<file path="src/rtl/fifo_pwm_pkg.sv">
package fifo_pwm_pkg;
  localparam int ADDR_W     = 5;
  localparam int DATA_W     = 32;
  localparam int SAMPLE_W   = 16;
  localparam int PERIOD_W   = 16;
  localparam int PRESC_W    = 12;
  localparam int CNT_W      = PERIOD_W + 1;

  localparam logic [ADDR_W-1:0] OFS_CTRL   = 5'h00;
  localparam logic [ADDR_W-1:0] OFS_STAT   = 5'h04;
  localparam logic [ADDR_W-1:0] OFS_SAMPLE = 5'h0C;
  localparam logic [ADDR_W-1:0] OFS_PERIOD = 5'h10;

  localparam int RUN_BIT    = 0;
  localparam int SWR_BIT    = 3;
  localparam int PRESC_LSB  = 4;
  localparam int CSEL_LSB   = 16;
  localparam int LP_LSB     = 22;
  localparam int ERR_BIT    = 4;

  // strobes from the register side to the modulator datapath
  typedef struct packed {
    logic                push;
    logic                flush;
    logic [SAMPLE_W-1:0] data;
  } dpStrobeT;
endpackage

</file>
<file path="src/rtl/fifo_pwm_fifo.sv">
module fifo_pwm_fifo
  import fifo_pwm_pkg::*;
#(
  parameter int DEPTH = 4,
  localparam int PTR_W = (DEPTH > 1) ? $clog2(DEPTH) : 1,
  localparam int OCC_W = $clog2(DEPTH + 1)
) (
  input  logic                clk,
  input  logic                rstN,
  input  logic                flush,
  input  logic                push,
  input  logic                pop,
  input  logic [SAMPLE_W-1:0] pushData,
  output logic [SAMPLE_W-1:0] head,
  output logic [OCC_W-1:0]    occ
);
  logic [SAMPLE_W-1:0] mem [DEPTH];
  logic [PTR_W-1:0]    wrPtr, rdPtr;
  logic                doPush, doPop;

  assign doPush = push && (occ != OCC_W'(DEPTH));
  assign doPop  = pop && (occ != '0);
  assign head   = mem[rdPtr];

  function automatic logic [PTR_W-1:0] nextPtr(input logic [PTR_W-1:0] p);
    return (p == PTR_W'(DEPTH - 1)) ? '0 : p + 1'b1;
  endfunction

  always_ff @(posedge clk or negedge rstN) begin
    if (!rstN) begin
      wrPtr <= '0;
      rdPtr <= '0;
      occ   <= '0;
    end else if (flush) begin
      wrPtr <= '0;
      rdPtr <= '0;
      occ   <= '0;
    end else begin
      if (doPush) wrPtr <= nextPtr(wrPtr);
      if (doPop)  rdPtr <= nextPtr(rdPtr);
      if (doPush && !doPop)      occ <= occ + 1'b1;
      else if (doPop && !doPush) occ <= occ - 1'b1;
    end
  end

  for (genvar i = 0; i < DEPTH; i++) begin : gSlot
    always_ff @(posedge clk or negedge rstN) begin
      if (!rstN)                                    mem[i] <= '0;
      else if (flush)                               mem[i] <= '0;
      else if (doPush && wrPtr == PTR_W'(i))        mem[i] <= pushData;
    end
  end
endmodule

</file>
<file path="src/rtl/fifo_pwm_dp.sv">
module fifo_pwm_dp
  import fifo_pwm_pkg::*;
#(
  parameter int DEPTH = 4,
  localparam int OCC_W = $clog2(DEPTH + 1)
) (
  input  logic                clk,
  input  logic                rstN,
  input  logic                clkEn,
  input  dpStrobeT            strobe,
  input  logic                enable,
  input  logic [PRESC_W-1:0]  prescVal,
  input  logic [PERIOD_W-1:0] periodVal,
  output logic [OCC_W-1:0]    occ,
  output logic [SAMPLE_W-1:0] activeSample,
  output logic                pwmOut
);
  logic [PRESC_W-1:0]  presc;
  logic [CNT_W-1:0]    cnt;
  logic [CNT_W-1:0]    endVal;
  logic [SAMPLE_W-1:0] head;
  logic                running, start, wrapNow, loadNow, empty;

  assign endVal  = CNT_W'(periodVal) + CNT_W'(1);
  assign empty   = (occ == '0);
  assign start   = enable && !running && clkEn && !strobe.flush;
  assign wrapNow = running && enable && clkEn && (presc == prescVal) && (cnt == endVal);
  assign loadNow = (start || wrapNow) && !strobe.flush;

  fifo_pwm_fifo #(.DEPTH(DEPTH)) uFifo (
    .clk      (clk),
    .rstN     (rstN),
    .flush    (strobe.flush),
    .push     (strobe.push),
    .pop      (loadNow),
    .pushData (strobe.data),
    .head     (head),
    .occ      (occ)
  );

  always_ff @(posedge clk or negedge rstN) begin
    if (!rstN) begin
      running      <= 1'b0;
      cnt          <= '0;
      presc        <= '0;
      activeSample <= '0;
    end else if (strobe.flush) begin
      running      <= 1'b0;
      cnt          <= '0;
      presc        <= '0;
      activeSample <= '0;
    end else if (!enable) begin
      running <= 1'b0;
      cnt     <= '0;
      presc   <= '0;
    end else if (start) begin
      running <= 1'b1;
      cnt     <= '0;
      presc   <= '0;
      if (!empty) activeSample <= head;
    end else if (running && clkEn) begin
      if (presc == prescVal) begin
        presc <= '0;
        if (cnt == endVal) begin
          cnt <= '0;
          if (!empty) activeSample <= head;
        end else begin
          cnt <= cnt + 1'b1;
        end
      end else begin
        presc <= presc + 1'b1;
      end
    end
  end

  // output is a compare of registered state only
  assign pwmOut = running && (cnt < CNT_W'(activeSample));
endmodule

</file>
<file path="src/rtl/fifo_pwm_ctrl.sv">
module fifo_pwm_ctrl
  import fifo_pwm_pkg::*;
#(
  parameter int DEPTH      = 4,
  parameter int SWR_CYCLES = 4,
  localparam int OCC_W  = $clog2(DEPTH + 1),
  localparam int SWR_W  = $clog2(SWR_CYCLES + 1)
) (
  input  logic                clk,
  input  logic                rstN,
  input  logic                wrEn,
  input  logic                rdEn,
  input  logic [ADDR_W-1:0]   addr,
  input  logic [DATA_W-1:0]   wrData,
  output logic [DATA_W-1:0]   rdData,
  input  logic [OCC_W-1:0]    occ,
  input  logic [SAMPLE_W-1:0] activeSample,
  output dpStrobeT            strobe,
  output logic                enable,
  output logic [PRESC_W-1:0]  prescVal,
  output logic [PERIOD_W-1:0] periodVal,
  output logic                swrBusy
);
  logic [1:0]     clkSel;
  logic [2:0]     lpRun;
  logic           errFlag;
  logic [SWR_W-1:0] swrCnt;
  logic           wrOk, swrTrig, full;

  assign full    = (occ == OCC_W'(DEPTH));
  assign swrBusy = (swrCnt != '0);
  assign wrOk    = wrEn && !swrBusy;
  assign swrTrig = wrOk && (addr == OFS_CTRL) && wrData[SWR_BIT];

  always_comb begin
    strobe.push  = wrOk && (addr == OFS_SAMPLE) && !full;
    strobe.flush = swrTrig || swrBusy;
    strobe.data  = wrData[SAMPLE_W-1:0];
  end

  always_ff @(posedge clk or negedge rstN) begin
    if (!rstN) begin
      enable    <= 1'b0;
      prescVal  <= '0;
      clkSel    <= '0;
      lpRun     <= '0;
      periodVal <= '0;
      errFlag   <= 1'b0;
      swrCnt    <= '0;
    end else if (swrTrig) begin
      enable    <= 1'b0;
      prescVal  <= '0;
      clkSel    <= '0;
      lpRun     <= '0;
      periodVal <= '0;
      errFlag   <= 1'b0;
      swrCnt    <= SWR_W'(SWR_CYCLES);
    end else begin
      if (swrBusy) swrCnt <= swrCnt - 1'b1;
      if (wrOk) begin
        unique case (addr)
          OFS_CTRL: begin
            enable   <= wrData[RUN_BIT];
            prescVal <= wrData[PRESC_LSB +: PRESC_W];
            clkSel   <= wrData[CSEL_LSB +: 2];
            lpRun    <= wrData[LP_LSB +: 3];
          end
          OFS_STAT:   if (wrData[ERR_BIT]) errFlag <= 1'b0;
          OFS_SAMPLE: if (full) errFlag <= 1'b1;
          OFS_PERIOD: periodVal <= wrData[PERIOD_W-1:0];
          default: ;
        endcase
      end
    end
  end

  always_comb begin
    rdData = '0;
    if (rdEn) begin
      unique case (addr)
        OFS_CTRL: begin
          rdData[RUN_BIT]              = enable;
          rdData[SWR_BIT]              = swrBusy;
          rdData[PRESC_LSB +: PRESC_W] = prescVal;
          rdData[CSEL_LSB +: 2]        = clkSel;
          rdData[LP_LSB +: 3]          = lpRun;
        end
        OFS_STAT: begin
          rdData[OCC_W-1:0] = occ;
          rdData[ERR_BIT]   = errFlag;
        end
        OFS_SAMPLE: rdData[SAMPLE_W-1:0] = activeSample;
        OFS_PERIOD: rdData[PERIOD_W-1:0] = periodVal;
        default: ;
      endcase
    end
  end
endmodule

</file>
<file path="src/rtl/fifo_pwm.sv">
module fifo_pwm
  import fifo_pwm_pkg::*;
#(
  parameter int DEPTH      = 4,
  parameter int SWR_CYCLES = 4,
  localparam int OCC_W = $clog2(DEPTH + 1)
) (
  input  logic              clk,
  input  logic              rstN,
  input  logic              clkEn,
  input  logic              wrEn,
  input  logic              rdEn,
  input  logic [ADDR_W-1:0] addr,
  input  logic [DATA_W-1:0] wrData,
  output logic [DATA_W-1:0] rdData,
  output logic              pwmOut
);
  dpStrobeT            strobe;
  logic                enable, swrBusy;
  logic [PRESC_W-1:0]  prescVal;
  logic [PERIOD_W-1:0] periodVal;
  logic [OCC_W-1:0]    occ;
  logic [SAMPLE_W-1:0] activeSample;

  fifo_pwm_ctrl #(.DEPTH(DEPTH), .SWR_CYCLES(SWR_CYCLES)) uCtrl (
    .clk          (clk),
    .rstN         (rstN),
    .wrEn         (wrEn),
    .rdEn         (rdEn),
    .addr         (addr),
    .wrData       (wrData),
    .rdData       (rdData),
    .occ          (occ),
    .activeSample (activeSample),
    .strobe       (strobe),
    .enable       (enable),
    .prescVal     (prescVal),
    .periodVal    (periodVal),
    .swrBusy      (swrBusy)
  );

  fifo_pwm_dp #(.DEPTH(DEPTH)) uDp (
    .clk          (clk),
    .rstN         (rstN),
    .clkEn        (clkEn),
    .strobe       (strobe),
    .enable       (enable),
    .prescVal     (prescVal),
    .periodVal    (periodVal),
    .occ          (occ),
    .activeSample (activeSample),
    .pwmOut       (pwmOut)
  );
endmodule

</file>
<file path="config.mk">
export PLATFORM = sky130hd
export DESIGN_NAME = fifo_pwm
export DESIGN_NICKNAME = d
export VERILOG_FILES = /design/src/rtl/fifo_pwm_pkg.sv /design/src/rtl/fifo_pwm_fifo.sv /design/src/rtl/fifo_pwm_dp.sv /design/src/rtl/fifo_pwm_ctrl.sv /design/src/rtl/fifo_pwm.sv
export SDC_FILE = /design/constraint.sdc
export NUM_CORES = 1
export LEC_CHECK = 0
export ABC_AREA = 1
export CORE_UTILIZATION = 43
export CTS_CLUSTER_SIZE = 40
export DETAILED_ROUTE_END_ITERATION = 7
export DONT_BUFFER_PORTS = 1
export MAX_ROUTING_LAYER = met4
export SLEW_MARGIN = 15
export SYNTH_ARGS = -nofsm -noshare
export SYNTH_HDL_FRONTEND = slang
export SYNTH_SLANG_ARGS = --single-unit
</file>
<file path="constraint.sdc">
create_clock -name clk -period 6.9 [get_ports clk]
set_clock_uncertainty 0.15 [all_clocks]
set_input_delay 1.38 -clock clk [delete_from_list [all_inputs] [get_ports clk]]
set_output_delay 1.38 -clock clk [all_outputs]
set_load 0.02 [all_outputs]
</file>
---- Word-level counts from Yosys, hierarchy flattened ----
Index checks and enable logic that the tools add are counted.
word-level totals
  bits in registers ....................... 155
  output and inout port bits .............. 33
  word-level logic and storage cells ...... 174
operators by class
  $add $sub $neg .......................... 8
  $lt $le $gt $ge ......................... 2
  eq/ne operators ......................... 16
  muxes and demuxes ....................... 72
  bitwise logic cells ..................... 1
  reduce and logical (&&, ||, !) cells .... 57
operators with widths
  operator                                                                 number
  16-bit 2-to-1 mux                                                        20
  17-bit 2-to-1 mux                                                        6
  12-bit 2-to-1 mux                                                        8
  11-bit one-hot mux with 3 select lines                                   1
  16-bit binary-select mux with 2-bit select                               1
  3-bit 2-to-1 mux                                                         10
  1-bit logical AND                                                        23
  2-bit nonzero test                                                       11
  3-bit nonzero test                                                       7
  2-bit 2-to-1 mux                                                         10
  18-bit 2-to-1 mux                                                        1
  16-bit by 1-bit adder with 17-bit output, second input constant          1
  17-bit by 1-bit adder with 17-bit output, second input constant          1
  17-bit equality test                                                     1
  17-bit by 16-bit less-than comparator with 1-bit output                  1
  12-bit by 1-bit adder with 12-bit output, second input constant          1
  12-bit equality test                                                     1
  1-bit 2-to-1 mux                                                         10
  4-bit by 1-bit inequality test with 1-bit output, second input constant  2
  1-bit one-hot mux with 4 select lines                                    2
  4-bit AND reduction                                                      2
  2-bit equality test, second input constant                               3
  1-bit logical NOT                                                        6
  3-bit by 1-bit inequality test with 1-bit output, second input constant  2
  20 further kinds                                                         25

---- Depth between registers and ports, before layout ----
Gate-level depths: netlist of the first run.
  word-level depth ........................ 15
  mapped depth ............................ 23

---- Modules after synthesis ----
Synthesis of the first run repeated with hierarchy kept, for this count alone.
unflattened totals
  cells, all modules ...................... 1381
  area total of the unflattened synthesis .. 10020.9 um^2
by module, submodules not included
  module         times used  cells an instance  area each (um^2)
  fifo_pwm_dp    1           576                3858.7
  fifo_pwm_fifo  1           461                3639.7
  fifo_pwm_ctrl  1           344                2522.4

---- Least setup slack after synthesis of the first run ----
Ideal clock, no wire load.
  path type ............................... input to output
  start point ............................. input addr[0]
  end point ............................... output rdData[16]
  data arrival time ....................... 2.566 ns
  data required time ...................... 5.370 ns
  path slack .............................. 2.804 ns
  stages .................................. 8
  cell sequence ........................... inv_1 > nand2_1 > nor3_2 > nand2_2 > inv_1 > clkbuf_1 > nand2_1 > nor2_1
between the ends
  cells in the longest elaborated chain, start to end .. 3
ends and longest elaborated chain
  item               line                 text
  start, declared    fifo_pwm.sv:13       input logic [ADDR_W-1:0] addr,
  5-bit logical NOT  fifo_pwm_ctrl.sv:80  unique case (addr)
  2-bit 2-to-1 mux   fifo_pwm_ctrl.sv:80
  18-bit 2-to-1 mux  fifo_pwm_ctrl.sv:79  if (rdEn) begin
  end, declared      fifo_pwm.sv:15       output logic [DATA_W-1:0] rdData,
Every way passes these cells.

---- Worst setup path in the final report of the first run ----
  start point ............................. input addr[0]
  end point ............................... output rdData[4]
between the ends
  cells in the longest elaborated chain, start to end .. 3
ends and longest elaborated chain
  item                                               line
  5-bit equality test, or another cell as far along  fifo_pwm_ctrl.sv:80
  1-bit one-hot mux with 4 select lines *            fifo_pwm_ctrl.sv:80
  18-bit 2-to-1 mux *                                fifo_pwm_ctrl.sv:79
Every way passes the cells marked *; elsewhere a longest branch is shown, timed or not.

==> results of run 1 <==
==> logic make-up after synthesis <==
family	count (synthesis)
other	1
and+or+nand+nor	508
xor gates and xnor gates	29
adders and majority gates	26
DFF	155
AOI/OAI and AO/OA	235
muxes	1
buffers and inverters	207
==> how the worst max path moves through the flow <==
| stage | to | cells after the start | start |
|---|---|---|---|
| final | rdData[4] | 9 | addr[0] |
| after CTS | rdData[4] | 9 | addr[0] |
| after detailed placement | rdData[4] | 9 | addr[0] |
| after global placement | rdData[4] | 9 | addr[0] |
| after floorplan | rdData[16] | 8 | addr[0] |
| after global routing | rdData[4] | 9 | addr[0] |
==> cell type report <==
| type | count | area [µm²] | share of cell area (%) |
|---|---|---|---|
| Clock buffer | 19 | 443 | 4.51 |
| Sequential cell | 155 | 3880 | 39.5 |
| Inverter | 160 | 608 | 6.19 |
| Tap cell | 270 | 338 | 3.44 |
| Clock inverter | 13 | 213 | 2.16 |
| Timing Repair Buffer | 1 | 7.51 | 0.0764 |
| Multi-Input combinational cell | 810 | 4340 | 44.2 |
==> state kept, by name (all words and copies together) (netlist names) <==
| name | cells |
|---|---|
| uCtrl.lpRun | 3 |
| uDp.cnt | 17 |
| uDp.uFifo.rdPtr | 2 |
| uDp.activeSample | 16 |
| uDp.presc | 12 |
| uCtrl.errFlag | 1 |
| uCtrl.enable | 1 |
| uDp.uFifo.wrPtr | 2 |
| uDp.uFifo.mem | 64 |
| uCtrl.periodVal | 16 |
| uCtrl.clkSel | 2 |
| uCtrl.prescVal | 12 |
| uDp.running | 1 |
| uCtrl.swrCnt | 3 |
| uDp.uFifo.occ | 3 |
==> placed cells by master, fill, tap and decap left out, types with 17 or more instances in the layout <==
master and count:
o21ai_0 121, nand3_1 46, clkbuf_16 17, nor2_1 78, dfrtp_1 155, ha_1 25, inv_1 150, a21oi_1 46
nand4_1 20, nand2_1 310
==> through the flow <==
stage | std cells | hold WS (ns) | util (%) | setup WS (ns)
detailed placement | 1396 | 0.304 | 44.9 | 2.14
CTS | 1428 | 0.320 | 48.1 | 2.13
global placement | 1396 | 0.301 | 44.9 | 2.13
floorplan | 1172 | 0.287 | - | 2.80
finish | 1428 | 0.316 | 48.1 | 2.03
global route | 1428 | 0.333 | 48.1 | 1.92
==> metal layers <==
layer	vias up	global-route usage (%)
met5	-	-
met4	0	7.22
met3	31	4.60
met2	228	35.1
met1	3541	33.2
li1	3692	-
==> critical path, stage by stage <==
cell      delay [ns]
inv_1           0.03
nand2_1         0.07
nor3_2          0.16
inv_1           0.06
nor2_1          0.48
inv_1           0.41
o22ai_1         0.32
a221oi_1        0.10
nor2_1          0.33
==> power groups by stage <==
stage / registers (mW) / clock network [mW] / logic [mW]
global route: 1.23 / 1.10 / 0.749
detailed placement: 1.22 / 0 / 0.651
floorplan: 1.18 / 0 / 0.528
global placement: 1.22 / 0 / 0.640
CTS: 1.21 / 1.07 / 0.655
finish: 1.21 / 1.05 / 0.654
==> impl_metrics.csv, run 1 <==
group,metric,value,unit
hold_path,hp-start,"uDp.uFifo.mem[46]",
routing,drt_iter0_drc,541,
floorplan,rows,52,
hold_path,hold_depth,2,
pwr,p_int,1.93,mW
critical_path,start_kind,"input port",
hold_path,hp-class,"reg -> reg",
logic_synthesis,yosys.area.top_type,"dfrtp_1",
logic_synthesis,synth_area_per_cell,7.79,µm²
floorplan,die_h,147,µm
routing,viasPerCell,5.25,
pwr,switchingPower,0.982,mW
clock_tree,clock_sinks,155,
floorplan,dieArea,21600,µm²
clock_tree,cts_root_buffer,"clkbuf_16",
clock_tree,cts_setup_buffers,0,
clock_tree,clk_path_buf_depth,2,
final_layout,design_area,9830,µm²
global_route,antenna_found_initial,0,
logic_synthesis,yosys.area_share.simple,25.8,%
logic_synthesis,post-synth-top-count-cell,"nand2_1",
logic_synthesis,synth_edf_count,0,
sta,finalMaxSlewViolations,0,
routing,top_layer,"met4",
routing,dr_wl_met2,10.5,mm
logic_synthesis,yosys_register_bits,155,
logic_synthesis,synthAdderAreaFrac,3.68,%
logic_synthesis,synth_top_family_by_area,"simple AND/OR/NAND/NOR gates",
floorplan,num_io_pins,75,
pwr,p_leak,4.64,nW
routing,dr.pass1.iters,5,
sta,max_freq,0.205,GHz
clock_tree,clkTransAtPathRegs,0.06,ns
global_route,grt_max_degree,156,
final_layout,n_antenna_cell,0,
pwr,ir_worst_vdd,0.193,mV
sta,fin_crit_sh,70.6,%
global_route,grt_usage,23.9,%
sta,setup-violations-final,0,
critical_path,rr_endpoint,"uDp.uFifo.occ[2]",
critical_path,cp.required,5.37,ns
routing,ant_nets,0,
sta,post-route-min-period,4.87,ns
clock_tree,cts_tree,"done",
routing,wl_met3,1.54,mm
critical_path,crit_path_end_kind,"output port",
global_route,first_global_vias,7040,
global_route,grt_overflow,0,
critical_path,crit_type,"in -> out",
final_layout,layout-drive-gt1-share,8.72,%
critical_path,worstRegToRegCells,21,
critical_path,arrival,3.34,ns
global_route,grt_pass1_wl,38.4,mm
floorplan,die_w,147,µm
clock_tree,cts_buffers,17,
logic_synthesis,synthXorXnorAreaFrac,2.96,%
logic_synthesis,yosysSeqAreaShare,42.8,%
pwr,p_seq_share,41.4,%
place,place_area,9170,µm²
critical_path,ff2ff_setup_slack,3.28,ns
pwr,combPwrFrac,22.4,%
logic_synthesis,syn-cell-area,9050,µm²
logic_synthesis,synthTopCellsByArea,"dfrtp_1 43%, nand2_1 13%, o21ai_0 6.7%",
place,gp_congestion,0.946,
place,portBuffers,0,
sta,tightestPinTransition,1.15,ns
clock_tree,clkLatencyLatePin,0.43,ns
sta,rsz0062_at_grt,"no",
floorplan,start_util,44.3,%
routing,drt_wl_total,23.7,mm
sta,maxSlewHeadroom,23.2,%
sta,tns,0,ns
logic_synthesis,synth_compound_area_share,14.9,%
logic_synthesis,ys.warnings.count,0,
pwr,p_per_area,296,nW/µm²
hold_path,whs_endpoint,"uDp.uFifo.mem[46]",
place,dp_hpwl,16.7,mm
final_layout,area_growth,8.57,%
pwr,clkPwrFrac,36.1,%
routing,drc_errors,0,
final_layout,fillers,2053,
logic_synthesis,netlist.area_leader.share,42.8,%
pwr,power,2.91,mW
logic_synthesis,synthMuxAreaShare,0.111,%
routing,drt-met1-wl,11.3,mm
job,cap_violations,0,
clock_tree,cts_hold_buf,0,
logic_synthesis,synth_commonest_cells,"310 x nand2_1, 155 x dfrtp_1, 150 x inv_1, 121 x o21ai_0, 78 x nor2_1",
final_layout,fin_nets,1213,
routing,vias,7492,
logic_synthesis,syn_inst,1162,
pwr,switching_share,33.7,%
logic_synthesis,synth_top_flop_cell,"dfrtp_1",
critical_path,rr_startpoint,"uCtrl.swrCnt[0]",
sta,hold_violations,0,
clock_tree,htreeDepth,4,
clock_tree,ctsResizeCount,0,
floorplan,design.core.area,20400,µm²
outcome,status,"finished clean",
critical_path,critPathMaxFanout,12,
logic_synthesis,synth.distinct_cells,56,
routing,wl_per_cell,16.6,µm
logic_synthesis,async_flop_share,100,%
Power figures use the tool's default switching activity.
==> run 2, diff against run 1 <==
- clock period: 6.9 -> 4.55 ns (I/O delays scaled with it)
==> run 2 against run 1 <==
Effect of this change:
- clock power is 41% higher
- highest routed layer unchanged
- non-clock buffer count increased by 8
- first-iteration DRC count decreased by 2.6%
- sequential power grew 51%
- largest cell class unchanged
- die area stayed put
- via count is 0.27% lower
- wire length is 0.63% higher
- hold slack got worse by 0.29 ns
- final cell count is 0.56% higher
- utilization rose by 0.086 points
- global-route usage increased by 0.33 points
- critical path depth is 12 higher
==> impl_metrics.csv, run 2 (synthesized netlist as in run 1, its figures left out) <==
group,metric,value,unit
sta,hold_violations,0,
job,cap_violations,0,
place,place_inst,1400,
global_route,grt_usage,24.2,%
pwr,ir_worst_vdd,0.307,mV
pwr,p_leak,4.64,nW
final_layout,design_area,9850,µm²
place,place_ws,0.865,ns
pwr,combPwrFrac,23.1,%
global_route,grt_pass1_wl,38.8,mm
pwr,p_int,2.77,mW
pwr,clkPwrFrac,34.4,%
sta,tns,0,ns
routing,drt_wl_total,23.8,mm
place,gp_congestion,0.900,
routing,viasPerCell,5.20,
clock_tree,htreeDepth,4,
clock_tree,clk_path_buf_depth,2,
global_route,antenna_found_initial,0,
clock_tree,clkTransAtPathRegs,0.07,ns
final_layout,reg_top3,"uDp.uFifo.mem: 64 flops, uDp.cnt: 17 flops",
place,place_area,9200,µm²
final_layout,final_util,48.2,%
final_layout,final_common_cell,"nand2_1",
critical_path,crit_type,"reg -> reg",
sta,setup_slack,1.02,ns
final_layout,n_antenna_cell,0,
critical_path,crit_path_end_kind,"register",
place,dp_hpwl,17.0,mm
critical_path,rr_endpoint,"uDp.uFifo.occ[2]",
routing,vias,7472,
pwr,switching_share,35.6,%
global_route,first_global_vias,7002,
critical_path,start_kind,"register",
clock_tree,cts_root_buffer,"clkbuf_16",
routing,drt_iter0_drc,527,
final_layout,fin_nets,1221,
pwr,p_per_area,438,nW/µm²
hold_path,hp-class,"in -> async",
floorplan,die_h,147,µm
final_layout,instances_no_fill,1436,
place,portBuffers,0,
final_layout,layout_common_cells,"310 x nand2_1, 155 x dfrtp_1, 150 x inv_1",
final_layout,multi_input_area,4340,µm²
critical_path,worstRegToRegCells,21,
sta,holdWs,0.0230,ns
final_layout,layout-drive-gt1-share,9.09,%
routing,wl_per_cell,16.6,µm
critical_path,ff2ff_setup_slack,1.02,ns
sta,rsz0062_at_grt,"no",
sta,finalMaxSlewViolations,0,
critical_path,rr_startpoint,"uCtrl.swrCnt[0]",
global_route,grt_overflow,0,
sta,tightestPinTransition,0.967,ns
clock_tree,cts_setup_buffers,0,
sta,post-route-min-period,3.53,ns
floorplan,design.core.area,20400,µm²
clock_tree,clkLatencyLatePin,0.44,ns
outcome,status,"finished clean",
global_route,grt_max_degree,142,
routing,dr.pass1.iters,5,
clock_tree,cts_hold_buf,2,
critical_path,critPathMaxFanout,19,
floorplan,rows,52,
final_layout,regArea,3880,µm²
routing,drc_errors,0,
sta,max_freq,0.283,GHz
floorplan,die_w,147,µm
floorplan,num_io_pins,75,
pwr,power,4.31,mW
floorplan,dieArea,21600,µm²
critical_path,cp.required,4.73,ns
sta,fin_crit_sh,77.6,%
pwr,p_seq_share,42.5,%
final_layout,area_growth,8.76,%
routing,ant_nets,0,
clock_tree,ctsResizeCount,0,
final_layout,fillers,2051,
clock_tree,cts_buffers,17,
final_layout,largest_reg_flops,64,
critical_path,arrival,3.71,ns
clock_tree,cts_tree,"done",
pwr,switchingPower,1.54,mW
clock_tree,clock_sinks,155,
sta,maxSlewHeadroom,35.5,%
floorplan,start_util,44.3,%
sta,setup-violations-final,0,
final_layout,largest-register,"uDp.uFifo.mem",
-- run 2: power by group through the flow --
stage	sequential, mW	clock (mW)	combinational, mW
2_1_floorplan	1.79	0	0.801
3_3_place_gp	1.85	0	0.971
3_5_place_dp	1.86	0	0.994
4_1_cts	1.83	1.51	1.00
5_1_grt	1.87	1.57	1.15
6_report	1.83	1.48	0.994
-- run 2: per-layer routing --
metal  track usage [%]  routed length [µm]  part of all wire (%)  up-vias
met3              4.13                1220                   5.1       12
li1                  -                   -                     -     3724
met4              6.13                 193                  0.81        0
met1              34.9               11700                    49     3521
met2              35.0               10800                    45      215
met5                 -                   0                     0        -
-- run 2: worst max path at each step --
stage / cells after the start / slack (ns) / to / startpoint
floorplan: 8 / 1.39 / rdData[16] / addr[0]
global placement: 20 / 0.89 / uDp.uFifo.occ[2] / addr[0]
detailed placement: 20 / 0.87 / uDp.uFifo.occ[2] / addr[0]
CTS: 21 / 0.99 / uDp.uFifo.occ[2] / uCtrl.swrCnt[0]
global route: 21 / 0.76 / uDp.uFifo.occ[2] / uCtrl.swrCnt[0]
finish: 21 / 1.02 / uDp.uFifo.occ[2] / uCtrl.swrCnt[0]
-- run 2: critical path, stage by stage, from the launching register on --
cell	delay, ns
dfrtp_1	0.34
inv_1	0.07
ha_1	0.23
nand2_4	0.21
inv_4	0.11
nand2_4	0.11
nor2_4	0.09
nand2_4	0.24
nand2_8	0.12
inv_2	0.27
o31ai_1	0.18
a21oi_4	0.22
nand2_8	0.11
nand2_4	0.11
inv_1	0.06
fa_1	0.37
xnor2_1	0.19
inv_1	0.06
nand2_1	0.06
nand2_1	0.04
nand2_1	0.05
nand2_1	0.04
-- run 2: area by class of cell --
type	instances	share of cell area, %
flip-flops and latches	155	39.4
well taps	270	3.43
clock inverters	15	1.80
multi-input cells	810	44.1
repair buffers	9	0.788
inverters	160	6.18
clock buffers	17	4.32
==> run 3, diff against run 2 <==
- ABC_AREA: 1 -> 0
- clock period: 4.55 -> 3.44 ns (I/O delays scaled with it)
==> run 3 against run 2 <==
Effect of this change:
- the flow now finishes with violations (negative hold slack)
- count of clock-buffer cells in the layout stayed put
- via count is 5.2% lower
- design area is 2.5% higher
- sequential power is 9.8% higher
- worst setup slack worse by 1.0 ns
- global-route usage is 0.37 points lower
- synthesized cell count is 15% lower
- die area is 2.7% lower
- power is 7.7% higher
- combinational power is 24% lower
- flip-flop and latch count stayed put
- critical endpoint unchanged
- largest cell class unchanged
==> impl_metrics.csv, run 3 <==
group,metric,value,unit
floorplan,start_util,44.5,%
routing,ant_nets,0,
global_route,grt_max_degree,156,
sta,tightestPinTransition,0.845,ns
final_layout,design_area,10100,µm²
logic_synthesis,yosys.area.top_type,"dfrtp_1",
pwr,p_per_area,460,nW/µm²
floorplan,die_w,145,µm
outcome,status,"complete, but fails checks",
floorplan,rows,51,
critical_path,start_kind,"register",
critical_path,slowest_stage,"or4b_4",
floorplan,dieArea,21100,µm²
routing,viasPerCell,5.43,
pwr,p_leak,4.35,nW
clock_tree,cts_tree,"done",
sta,post-route-min-period,3.42,ns
logic_synthesis,synth_top_family_by_area,"simple AND/OR/NAND/NOR gates",
final_layout,reg_top3,"uDp.uFifo.mem: 64 flops, uDp.cnt: 17 flops",
sta,max_freq,0.292,GHz
global_route,use_met2,37.1,%
logic_synthesis,synthAdderAreaFrac,3.78,%
place,place_area,9460,µm²
final_layout,fillers,1894,
place,portBuffers,0,
final_layout,instances_no_fill,1303,
floorplan,die_h,145,µm
critical_path,max_stage_delay,0.57,ns
clock_tree,htreeDepth,4,
final_layout,largest_reg_flops,64,
clock_tree,clk_path_buf_depth,2,
place,place_ws,-0.00534,ns
outcome,violations,"negative hold slack",
routing,drc_errors,0,
logic_synthesis,ys.warnings.count,0,
global_route,grt_pass1_wl,38.2,mm
logic_synthesis,synth.distinct_cells,69,
logic_synthesis,syn-cell-area,8810,µm²
clock_tree,cts_buffers,17,
routing,vias,7080,
logic_synthesis,synth_top_flop_cell,"dfrtp_1",
critical_path,crit_type,"reg -> reg",
global_route,antenna_found_initial,0,
place,gp_congestion,0.927,
floorplan,num_io_pins,75,
global_route,grt_usage,23.8,%
logic_synthesis,synthXorXnorAreaFrac,4.18,%
logic_synthesis,yosys.area_share.simple,21.7,%
floorplan,design.core.area,19800,µm²
critical_path,crit_path_end_kind,"register",
final_layout,regArea,3880,µm²
sta,hold_violations,155,
routing,drt_iter0_drc,497,
clock_tree,clock_sinks,155,
logic_synthesis,synth_area_per_cell,8.89,µm²
hold_path,hp-class,"in -> async",
routing,wl_per_cell,17.9,µm
sta,fin_crit_sh,99.5,%
clock_tree,clkTransAtPathRegs,0.07,ns
final_layout,largest-register,"uDp.uFifo.mem",
global_route,first_global_vias,6963,
logic_synthesis,synthMuxAreaShare,6.14,%
global_route,busiest_layer,"met2",
sta,rsz0062_at_grt,"yes",
clock_tree,cts_root_buffer,"clkbuf_16",
sta,setup-violations-final,0,
final_layout,layout_common_cells,"238 x nand2_1, 154 x dfrtp_1, 101 x a21oi_1",
logic_synthesis,post-synth-top-count-cell,"nand2_1",
critical_path,arrival,3.58,ns
critical_path,cp_top_family,"simple AND/OR/NAND/NOR gates",
critical_path,crit_buf_inv,0,
clock_tree,clkLatencyLatePin,0.43,ns
logic_synthesis,async_flop_share,100,%
sta,tns,0,ns
logic_synthesis,yosysSeqAreaShare,44.0,%
place,dp_hpwl,16.6,mm
logic_synthesis,netlist.area_leader.share,44.0,%
logic_synthesis,synth_edf_count,0,
logic_synthesis,synth_commonest_cells,"238 x nand2_1, 155 x dfrtp_1, 101 x a21oi_1, 52 x o21ai_0, 51 x nor2_1",
final_layout,multi_input_area,4580,µm²
job,cap_violations,0,
sta,maxSlewHeadroom,43.6,%
pwr,power,4.64,mW
final_layout,final_util,51.0,%
global_route,use_met1,31.5,%
sta,holdWs,-0.197,ns
critical_path,cp.required,3.60,ns
final_layout,area_growth,14.6,%
critical_path,critPathMaxFanout,5,
critical_path,cp_cell_sequence,"ha_4 > nand4_4 > or4_1 > o2111a_1 > a22o_1 > or4b_4 > a21oi_4 > nor2_2 > fa_2 > nand2b_4 > mux2i_1 > xnor2_1 > nor2_1",
logic_synthesis,yosys_register_bits,155,
routing,dr.pass1.iters,5,
final_layout,fin_nets,1093,
global_route,grt_util_met3,4.59,%
logic_synthesis,syn_inst,990,
sta,finalMaxSlewViolations,0,
logic_synthesis,synth_compound_area_share,15.2,%
routing,drt_wl_total,23.4,mm
sta,setup_slack,0.0171,ns
logic_synthesis,synthTopCellsByArea,"dfrtp_1 44%, nand2_1 10%, a21oi_1 5.7%",
place,place_inst,1269,
pwr,ir_worst_vdd,0.304,mV
final_layout,layout-drive-gt1-share,14.0,%
final_layout,final_common_cell,"nand2_1",
global_route,grt_overflow,0,
final_layout,n_antenna_cell,0,
[run 3: cell count changes after synthesis, moves of 22 or more]
cell,before,now
inv_1,150,34
nor2_1,78,51
clkbuf_1,24,48
o21ai_0,121,52
and3_1,1,23
nand2_1,310,238
a21oi_1,46,101
nand3_1,46,19
[run 3: cells by family after synthesis]
logic type / Yosys count
AND/OR/NAND/NOR: 411
AO/OA/AOI/OAI: 219
flip-flops: 155
buffers and inverters: 102
XOR/XNOR: 42
multiplexers: 34
adder cells (fa/ha/maj): 26
other: 1
[run 3: area by class of cell]
class | count | share of cell area, %
Inverter | 34 | 1.26
Multi-Input combinational cell | 743 | 45.4
Sequential cell | 155 | 38.5
Clock buffer | 17 | 4.22
Tap cell | 265 | 3.29
Clock inverter | 15 | 1.74
Timing Repair Buffer | 74 | 5.63
[run 3: power by group]
group | switching (mW) | internal [mW] | total, mW
Combinational | 0.444 | 0.312 | 0.757
Sequential | 0.106 | 1.91 | 2.01
Clock | 0.893 | 0.978 | 1.87
[run 3: worst paths after layout]
check	from	to	slack [ns]	cells after the start
setup / recovery	uCtrl.periodVal[0]	uDp.uFifo.occ[2]	0.02	13
hold / removal	rstN	uDp.presc[2]	-0.20	0
setup reg to reg	uCtrl.periodVal[0]	uDp.uFifo.occ[2]	0.02	13
hold reg to reg	uCtrl.lpRun[1]	uCtrl.lpRun[1]	0.32	2
max in group asynchronous	rstN	uDp.cnt[4]	3.03	0
min in group clk	wrData[7]	uDp.uFifo.mem[39]	0.22	2
[run 3: what timing repair did]
| item | 4_1_cts | 5_1_grt |
|---|---|---|
| resized for setup | 1 | 4 |
| setup buffers | 0 | 2 |
| endpoints found under the setup margin | 1 | 3 |
| pin swaps | 0 | 2 |
| endpoints found under the hold margin | 155 | 155 |
[run 3: per-layer routing]
layer  vias up  wire [µm]
li1       3465          -
met4         0        452
met5         -          0
met3        33       1010
met1      3422      10800
met2       160      11100
